**config.mk**
```make
export PLATFORM = sky130hd
export DESIGN_NAME = spi_status_guard
export DESIGN_NICKNAME = d
export VERILOG_FILES = /design/src/rtl/spi_sg_pkg.sv /design/src/rtl/spi_sg_sync.sv /design/src/rtl/spi_sg_shifter.sv /design/src/rtl/spi_status_guard.sv
export SDC_FILE = /design/constraint.sdc
export NUM_CORES = 1
export LEC_CHECK = 0
export ABC_AREA = 1
export BUFFER_PORTS_ARGS = -buffer_cell sky130_fd_sc_hd__buf_2
export CORE_UTILIZATION = 35
export DETAILED_ROUTE_END_ITERATION = 12
export PLACE_DENSITY_LB_ADDON = 0.2
export SKIP_CTS_REPAIR_TIMING = 1
export SYNTH_ARGS = -nofsm -noshare
export SYNTH_HDL_FRONTEND = slang
export SYNTH_SLANG_ARGS = --single-unit
```
**constraint.sdc**
```tcl
create_clock -name clk -period 2.25 [get_ports clk]
set_clock_uncertainty 0.05 [all_clocks]
set_input_delay 0.1125 -clock clk [delete_from_list [all_inputs] [get_ports clk]]
set_output_delay 0.1125 -clock clk [all_outputs]
set_load 0.005 [all_outputs]
```
**src/rtl/spi_sg_pkg.sv**
```systemverilog
package spi_sg_pkg;
    localparam int BYTE_W = 8;

    localparam logic [7:0] OPC_WR_ENABLE  = 8'h06;
    localparam logic [7:0] OPC_WR_DISABLE = 8'h04;
    localparam logic [7:0] OPC_ARM_STATUS = 8'h50;
    localparam logic [7:0] OPC_WR_STATUS  = 8'h01;

    localparam logic [7:0] SR0_WR_MASK = 8'h8C;
    localparam logic [7:0] SR1_WR_MASK = 8'h18;
    localparam int         SR0_LOCK    = 7;
    localparam int         SR0_AINC    = 6;

    typedef struct packed {
        logic       wel;
        logic       armed;
        logic [7:0] sr0;
        logic [7:0] sr1;
    } guard_state_t;
endpackage

```
**src/rtl/spi_sg_sync.sv**
```systemverilog
module spi_sg_sync #(
    parameter int               WIDTH   = 4,
    parameter int               STAGES  = 2,
    parameter logic [WIDTH-1:0] RST_VAL = '0
) (
    input  logic             clk,
    input  logic             rst_n,
    input  logic [WIDTH-1:0] d_i,
    output logic [WIDTH-1:0] q_o
);
    logic [WIDTH-1:0] stage_q [STAGES];

    generate
        for (genvar s = 0; s < STAGES; s++) begin : g_stage
            always_ff @(posedge clk or negedge rst_n) begin
                if (!rst_n) begin
                    stage_q[s] <= RST_VAL;
                end else if (s == 0) begin
                    stage_q[s] <= d_i;
                end else begin
                    stage_q[s] <= stage_q[(s == 0) ? 0 : s - 1];
                end
            end
        end
    endgenerate

    assign q_o = stage_q[STAGES-1];
endmodule

```
**src/rtl/spi_sg_shifter.sv**
```systemverilog
module spi_sg_shifter #(
    parameter int OP_W    = 8,
    parameter int DATA_W  = 16,
    parameter int CNT_MAX = 63,
    localparam int CNT_W  = $clog2(CNT_MAX + 1)
) (
    input  logic              clk,
    input  logic              rst_n,
    input  logic              cs_n_s,
    input  logic              sck_s,
    input  logic              si_s,
    output logic              frame_end_o,
    output logic [OP_W-1:0]   opcode_o,
    output logic [DATA_W-1:0] data_o,
    output logic [CNT_W-1:0]  bit_cnt_o
);
    localparam logic [CNT_W-1:0] CNT_TOP   = CNT_W'(CNT_MAX);
    localparam logic [CNT_W-1:0] CNT_OPEND = CNT_W'(OP_W);

    typedef struct packed {
        logic              cs_prev;
        logic              sck_prev;
        logic [CNT_W-1:0]  cnt;
        logic [OP_W-1:0]   op;
        logic [DATA_W-1:0] dat;
    } shift_state_t;

    shift_state_t s_d, s_q;
    logic frame_start, frame_end, sck_rise;

    always_comb begin
        s_d          = s_q;
        s_d.cs_prev  = cs_n_s;
        s_d.sck_prev = sck_s;
        frame_start  = s_q.cs_prev && !cs_n_s;
        frame_end    = !s_q.cs_prev && cs_n_s;
        sck_rise     = !s_q.sck_prev && sck_s && !cs_n_s;
        if (frame_start) begin
            s_d.cnt = '0;
            s_d.op  = '0;
            s_d.dat = '0;
        end else if (sck_rise) begin
            if (s_q.cnt < CNT_OPEND) begin
                s_d.op = {s_q.op[OP_W-2:0], si_s};
            end else begin
                s_d.dat = {s_q.dat[DATA_W-2:0], si_s};
            end
            if (s_q.cnt != CNT_TOP) begin
                s_d.cnt = s_q.cnt + 1'b1;
            end
        end
    end

    always_ff @(posedge clk or negedge rst_n) begin
        if (!rst_n) begin
            s_q <= '{cs_prev: 1'b1, sck_prev: 1'b0, cnt: '0, op: '0, dat: '0};
        end else begin
            s_q <= s_d;
        end
    end

    assign frame_end_o = frame_end;
    assign opcode_o    = s_q.op;
    assign data_o      = s_q.dat;
    assign bit_cnt_o   = s_q.cnt;

    AST_CNT_SATURATES: assert property (@(posedge clk) disable iff (!rst_n)
        (s_q.cnt == CNT_TOP && !frame_start) |=> (s_q.cnt == CNT_TOP));
    AST_OPCODE_FROZEN_IN_DATA: assert property (@(posedge clk) disable iff (!rst_n)
        (s_q.cnt >= CNT_OPEND && !frame_start) |=> $stable(s_q.op));
endmodule

```
**src/rtl/spi_status_guard.sv**
```systemverilog
module spi_status_guard #(
    parameter int SYNC_STAGES = 2,
    parameter int CNT_MAX     = 63,
    localparam int CNT_W      = $clog2(CNT_MAX + 1)
) (
    input  logic       clk,
    input  logic       rst_n,
    input  logic       cs_n_i,
    input  logic       sck_i,
    input  logic       si_i,
    input  logic       wp_n_i,
    output logic [7:0] status_o,
    output logic [7:0] status1_o,
    output logic       wel_o
);
    import spi_sg_pkg::*;

    localparam int DATA_W = 2 * BYTE_W;
    localparam logic [CNT_W-1:0] LEN_OP    = CNT_W'(BYTE_W);
    localparam logic [CNT_W-1:0] LEN_ONE   = CNT_W'(2 * BYTE_W);
    localparam logic [CNT_W-1:0] LEN_TWO   = CNT_W'(3 * BYTE_W);

    logic [3:0]        pins_s;
    logic              cs_n_s, sck_s, si_s, wp_n_s;
    logic              frame_end;
    logic [BYTE_W-1:0] opcode;
    logic [DATA_W-1:0] data;
    logic [CNT_W-1:0]  bit_cnt;

    spi_sg_sync #(
        .WIDTH  (4),
        .STAGES (SYNC_STAGES),
        .RST_VAL(4'b1001)
    ) u_sync (
        .clk  (clk),
        .rst_n(rst_n),
        .d_i  ({cs_n_i, sck_i, si_i, wp_n_i}),
        .q_o  (pins_s)
    );

    assign {cs_n_s, sck_s, si_s, wp_n_s} = pins_s;

    spi_sg_shifter #(
        .OP_W   (BYTE_W),
        .DATA_W (DATA_W),
        .CNT_MAX(CNT_MAX)
    ) u_shift (
        .clk        (clk),
        .rst_n      (rst_n),
        .cs_n_s     (cs_n_s),
        .sck_s      (sck_s),
        .si_s       (si_s),
        .frame_end_o(frame_end),
        .opcode_o   (opcode),
        .data_o     (data),
        .bit_cnt_o  (bit_cnt)
    );

    guard_state_t g_d, g_q;
    logic         frame_ok, len_one, len_two, locked, commit;
    logic [7:0]   byte_a, byte_b;

    always_comb begin
        g_d      = g_q;
        frame_ok = frame_end && (bit_cnt >= LEN_OP);
        len_one  = (bit_cnt == LEN_ONE);
        len_two  = (bit_cnt == LEN_TWO);
        locked   = !wp_n_s && g_q.sr0[SR0_LOCK];
        byte_a   = len_two ? data[DATA_W-1:BYTE_W] : data[BYTE_W-1:0];
        byte_b   = data[BYTE_W-1:0];
        commit   = frame_ok && (opcode == OPC_WR_STATUS) && g_q.armed
                   && (len_one || len_two) && !locked;
        if (frame_ok) begin
            g_d.armed = 1'b0;
            unique case (opcode)
                OPC_WR_ENABLE: begin
                    g_d.wel   = 1'b1;
                    g_d.armed = 1'b1;
                end
                OPC_ARM_STATUS: begin
                    g_d.armed = 1'b1;
                end
                OPC_WR_DISABLE: begin
                    g_d.wel           = 1'b0;
                    g_d.sr0[SR0_AINC] = 1'b0;
                end
                default: ;
            endcase
        end
        if (commit) begin
            g_d.sr0 = (g_q.sr0 & ~SR0_WR_MASK) | (byte_a & SR0_WR_MASK);
            if (len_two) begin
                g_d.sr1 = (g_q.sr1 & ~SR1_WR_MASK) | (byte_b & SR1_WR_MASK);
            end
            g_d.wel = 1'b0;
        end
    end

    always_ff @(posedge clk or negedge rst_n) begin
        if (!rst_n) begin
            g_q <= '0;
        end else begin
            g_q <= g_d;
        end
    end

    assign status_o  = {g_q.sr0[7:2], g_q.wel, 1'b0};
    assign status1_o = g_q.sr1;
    assign wel_o     = g_q.wel;

    AST_WEL_MOVES_AT_END: assert property (@(posedge clk) disable iff (!rst_n)
        !$stable(g_q.wel) |-> $past(frame_end));
    AST_WRITE_NEEDS_ARM: assert property (@(posedge clk) disable iff (!rst_n)
        !$stable(g_q.sr0 & SR0_WR_MASK) |-> $past(g_q.armed));
    AST_LOCK_FREEZES: assert property (@(posedge clk) disable iff (!rst_n)
        (frame_end && !wp_n_s && g_q.sr0[SR0_LOCK])
            |=> ($stable(g_q.sr0 & SR0_WR_MASK) && $stable(g_q.sr1)));
    AST_LOCK_NO_FALL: assert property (@(posedge clk) disable iff (!rst_n)
        $fell(g_q.sr0[SR0_LOCK]) |-> $past(wp_n_s));
    AST_DISABLE_DROPS_WEL: assert property (@(posedge clk) disable iff (!rst_n)
        (frame_end && bit_cnt >= LEN_OP && opcode == OPC_WR_DISABLE) |=> !g_q.wel);
    AST_SR1_WRITE_DROPS_WEL: assert property (@(posedge clk) disable iff (!rst_n)
        !$stable(g_q.sr1) |-> !g_q.wel);
endmodule

```
# ---- Yosys cells after proc, flatten, opt, wreduce, memory -nomap -nowiden
# Cells that the tools add are included.
dict set report word_totals {
  ramBits 0
  regBits 58
  word_cells 68
  mem_count 0
  rom_bits 0
  latch_bits 0
  in_bits 6
  out_inout_bits 17
}
dict set report op_classes {
  n_div 0
  order_cmp 2
  multipliers 0
  n_bitwise 2
  reduce_logical 29
  n_eq_ne 8
  addsub 1
  n_shift 0
  n_mux 14
}
# operator count
set op_table {}
lappend op_table {{$mux 30} 2}
lappend op_table {{$mux 8} 3}
lappend op_table {{$eq 8x3->1 const B} 2}
lappend op_table {{$mux 16} 1}
lappend op_table {{$mux 15} 1}
lappend op_table {{$eq 6x5->1 const B} 2}
lappend op_table {{$reduce_and 2->1} 6}
lappend op_table {{$logic_and 1x1->1} 10}
lappend op_table {{$reduce_bool 2->1} 5}
lappend op_table {{$eq 8x1->1 const B} 1}
lappend op_table {{$eq 8x7->1 const B} 1}
lappend op_table {{$or 7x8->8} 1}
lappend op_table {{$or 8x5->8} 1}
lappend op_table {{$add 6x1->6 const B} 1}
lappend op_table {{$ge 6x4->1 const B} 1}
lappend op_table {{$lt 6x4->1 const B} 1}
lappend op_table {{$mux 6} 1}
lappend op_table {{$ne 6x6->1 const B} 1}
lappend op_table {{$logic_not 1->1} 5}
lappend op_table {{$mux 1} 4}
lappend op_table {{$reduce_bool 3->1} 1}
lappend op_table {{$mux 2} 1}
lappend op_table {{$ne 2x1->1 const B} 1}
lappend op_table {{$pmux 1 s2} 1}
lappend op_table {{other kinds (2)} 2}

# ---- Logic depth before layout (Yosys ltp)
dict set report depth {
  ltp_word 9
  mapped_depth 10
  mapped_depth_nobuf 10
}

# ---- Hierarchy
# A second synthesis with hierarchy kept.
dict set report unflattened {
  cells_unflattened 314
  area_unflattened_um2 2642.5
}
# mod area_each_um2 cells_each seq_area_each_um2 n_inst
set by_module_without_submodules {}
lappend by_module_without_submodules {spi_sg_shifter 1681.6 191 802.0 1}
lappend by_module_without_submodules {spi_status_guard 725.7 111 175.2 1}
lappend by_module_without_submodules {spi_sg_sync 235.2 12 205.2 1}

# ---- Worst setup path after synthesis
# OpenSTA, ideal clock, no wires.
dict set report synth_path {
  kind {register to register}
  startpoint {reg u_shift.s_q[31] (netlist name)}
  endpoint {reg u_shift.s_q (netlist bit u_shift.data_o[7])}
  t_required_ps 2075
  path_stages_with_launch 8
  period_less_slack_ps 1395
  arrival_ps 1220
  path_slack_ps 855
  setup_ps 125
  n_path_buf 2
  cell_sequence {dfstp_2 -> inv_1 -> nor2_2 -> inv_1 -> buf_2 -> nand2_4 -> buf_6 -> o22ai_1}
}
dict set report synth_between {
  elab_chain_len 3
  word_cells_on_any_way 5
  classes_between {1 x eq/ne; 1 x mux; 3 x reduce/logical}
}
# element line_no
set synth_lines {}
lappend synth_lines {{from (decl)} spi_sg_shifter.sv:28} ;# shift_state_t s_d, s_q;
lappend synth_lines {{from (signal assigned)} spi_sg_shifter.sv:56} ;# s_q <= '{cs_prev: 1'b1, sck_prev: 1'b0, cnt: '0, op: '0, dat: '0};
lappend synth_lines {{$logic_and 1x1->1 *} spi_sg_shifter.sv:35} ;# frame_start = s_q.cs_prev && !cs_n_s;
lappend synth_lines {{$ne 2x1->1 (no line) or $reduce_bool 2->1 (tied branches)} --}
lappend synth_lines {{$reduce_and 2->1 (no line)} --}
# Every way passes the cells marked *; elsewhere a longest branch is shown, timed or not.
# A chain may end at the register's enable or synchronous reset.

# ---- Final worst setup path
dict set report layout_path {
  startpoint {reg u_shift.s_q[31] (netlist name)}
  endpoint {reg u_shift.s_q (netlist bit u_shift.bit_cnt_o[2])}
}
dict set report layout_between {
  elab_chain_len 3
  word_cells_on_any_way 5
  classes_between {1 x mux; 4 x reduce/logical}
}
# element line_no
set layout_lines {}
lappend layout_lines {{$logic_and 1x1->1 *} spi_sg_shifter.sv:35}
lappend layout_lines {{$reduce_bool 2->1 (no line)} --}
lappend layout_lines {{$reduce_and 2->1 (no line)} --}
# Marked as above.

==> Flow_metrics.wiki <==
{| class="wikitable"
! Metric !! Value
|-
| Outcome || completed
|-
| Minimum setup slack in the final design || 0.5834 ns
|-
| Overall track demand over capacity in global routing || 12.72%
|-
| Vias in the first global route || 1360
|-
| Clock edge transition at the registers on the reported setup and hold paths || 0.08 ns
|-
| Number of search-and-repair iterations in the first detailed-routing pass || 4
|-
| Boundary pin count || 23
|-
| Sort of element at the end of the critical path || register
|-
| Peak supply drop || 0.0004047 V
|-
| Worst min path class || input pin to asynchronous set/reset pin
|-
| Final Wtd Congestion || 0.7536
|-
| Filler-free cell count of the finished design || 328
|-
| Count of yosys warnings during synthesis || 0
|-
| Psw || roughly 430 µW
|-
| Total count of max-transition violations in the final report || 0
|-
| Residual DRC || 0
|-
| Highest net fanout along the worst path || 11
|-
| Util after Layout || 39.56%
|-
| Detailed Route WL || 3671 µm
|-
| Sequential power share || between 50 and 60%
|-
| Top post-synthesis cells by area || dfrtp_1, nand2_1, dfstp_2, inv_1, buf_4
|-
| Setup slack on the worst flop-to-flop path || about 0.58 ns
|-
| Starting Density || between 30% and 40%
|-
| Via density per instance || ~4.4
|-
| Power density cells || ~670 mW/mm²
|-
| Antenna diode count || 0
|-
| Tcrit/Tclk final || 74.07%
|-
| Maximum achievable frequency || 600.0 MHz
|-
| Wire length of the first global-routing pass || 6216 µm
|-
| CTS max path bufs || 2
|-
| Avg Inst Size Synth || just over 9 µm²
|-
| Pin count of the biggest net entering global routing || 48
|-
| Placement-stage worst setup slack || 0.5823 ns
|-
| LEAKAGE || 1.121 nW
|-
| Wirelength per Cell || 11.19 µm
|-
| Clock period minus final worst setup slack || 1.667 ns
|-
| Sort of element at the start of the critical path || register
|-
| Violation count after the first detailed-route iteration || 57
|-
| Die Area || between 0.006 and 0.007 mm²
|-
| # placed instances || 315
|-
| Number of endpoints failing setup at the final stage || 0
|-
| Port Buffer Count || 12
|-
| Unrepaired setup endpoints after global routing || false
|-
| Final-layout setup total negative slack || 0 ns
|-
| Via total after detailed routing || 1457
|-
| Sequential element share of the synthesized area || a little over half
|-
| Final-stage net count || 260
|-
| Worst setup path category || register to register
|-
| Chip Height || 81.23 µm
|-
| Arrival time at the worst endpoint || 1.79 ns
|-
| Area added between synthesis and finish || 7.859%
|-
| Number of antenna violations at the first check in global routing || 0
|-
| Placeable core region || roughly 0.006 mm²
|-
| #FFs+latches synth || 47
|-
| Fillers || 611
|-
| Max capacitance violation total || 0
|-
| Remaining global-route overflow || 0
|-
| Horizontal extent of the die || 81.23 µm
|-
| Combinational power share || 11.4%
|-
| Insertion delay of the later-clocked pin in the worst-skew pair || 0.30 ns
|-
| Number of different library cells in the post-synthesis netlist || 28
|-
| Worst endpoint required time || 2.37 ns
|-
| Number of placement rows || 28
|-
| Root Buffer || clkbuf_8
|-
| Portion of synthesized cell area occupied by the leading cell type || a little under half
|-
| Gate count after technology mapping || 240
|-
| Area of the mapped netlist || about 0.0022 mm²
|-
| H-tree levels || 2
|-
| Detailed-placement wirelength estimate || 2510 µm
|-
| Relative contribution of the clock network to total power || 30.4%
|-
| Switching part of the total power || a little over a quarter
|-
| Antenna viol nets, final || 0
|-
| Yosys top cell by area || dfrtp_1
|-
| Cell internal power dissipation || 1.166 mW
|-
| Clock sinks || 47
|-
| Smallest hold slack || 0.2539 ns
|-
| Clock buffers created by TritonCTS || 5
|-
| TritonCTS clock tree || done
|-
| Proportion of layout cells with a drive suffix above 1 || between 15 and 20%
|-
| Fin. Hold Viols || 0
|}
## cell usage in the layout (no fill, tap or decap), types with 2 or more instances in the layout
master and count:
nand2_1 48, dfrtp_1 42, inv_1 34, o22ai_1 19, nand3_1 15, nor2_1 13
o21ai_0 13, buf_2 12, conb_1 10, clkbuf_8 5, dlygate4sd3_1 5, dfstp_2 5
nor2_4 4, nand2_2 4, nor2_2 3, nand4_1 3, clkinv_2 3, inv_2 2
nand2_4 2, ha_1 2
## sequential cells by signal, summed over array words and instances (netlist names)
| register | cells |
|---|---|
| g_q | 1 |
| status1_o | 2 |
| status_o | 3 |
| u_shift.bit_cnt_o | 6 |
| u_shift.data_o | 16 |
| u_shift.opcode_o | 8 |
| u_shift.s_q | 2 |
| u_sync.q_o | 4 |
| u_sync.stage_q | 4 |
| wel_o | 1 |
## cell type report
type / instances / area, µm² / area share [%]
Sequential cell: 47 / 1182 / 49.89
Multi-Input combinational cell: 144 / 744.5 / 31.42
Inverter: 36 / 135.1 / 5.702
Timing Repair Buffer: 18 / 130.1 / 5.491
Tap cell: 75 / 93.84 / 3.960
Clock buffer: 5 / 68.82 / 2.904
Clock inverter: 3 / 15.01 / 0.6336
## kinds of logic (layout without fill, tap and decap cells)
kind of cell	after synthesis	after routing	synth area share (%)
fa+ha+maj	2	2	1.139
other cells	1	10	0.1707
buf+inv	58	62	13.84
compound gates	36	36	9.908
xor+xnor	1	1	0.3987
flops	47	47	53.82
simple gates	95	95	20.73
## per-stage QoR
stage	area, µm²	power [mW]
finish	2370	1.596
detailed placement	2236	1.125
global placement	2236	1.122
global route	2370	1.690
CTS	2320	1.622
floorplan	2231	1.094
## power by group through the flow
stage	sequential (mW)	combinational, mW	clock (mW)
after floorplan	0.919	0.175	0
after global routing	0.938	0.210	0.543
after global placement	0.945	0.177	0
after detailed placement	0.946	0.179	0
after CTS	0.930	0.179	0.513
final	0.930	0.181	0.485
## synth_stat cells, drive strengths merged
cell	number
conb	1
or2	1
a21oi	2
buf	21
xor2	1
nand2	54
dfrtp	42
o22ai	19
clkbuf	1
ha	2
o21ai	14
o211ai	1
nand3	16
inv	36
nor2	20
nor3	1
nand4	3
dfstp	5
## critical path, cell delays in order, from the launching register on
cell	delay (ns)
dfstp_2	0.52
inv_1	0.08
nor2_2	0.17
inv_1	0.21
nand2_1	0.14
nand2_1	0.19
nand2_1	0.10
o21ai_0	0.08
## layer usage
layer  up-vias  global-route usage (%)  share of wire (%)
met5         -                       0                  0
met4         0                   6.071                1.9
met3         7                   3.708                3.2
met2        24                   18.57                 42
met1       665                   17.16                 52
li1        761                       -                  -
## final timing paths
kind,cells after the start,to,startpoint
worst max register to register,7,u_shift.bit_cnt_o[2]$_DFFE_PN0P_,u_shift.s_q[31]$_DFF_PN1_
worst min-delay path,3,u_shift.bit_cnt_o[0]$_DFFE_PN0P_,rst_n
max in group asynchronous,3,u_shift.s_q[31]$_DFF_PN1_,rst_n
min in group clk,0,u_sync.q_o[1]$_DFF_PN0_,u_sync.stage_q[5]$_DFF_PN0_
worst min register to register,0,u_sync.q_o[1]$_DFF_PN0_,u_sync.stage_q[5]$_DFF_PN0_
worst max-delay path,7,u_shift.bit_cnt_o[2]$_DFFE_PN0P_,u_shift.s_q[31]$_DFF_PN1_
Power figures use the tool's default switching activity.
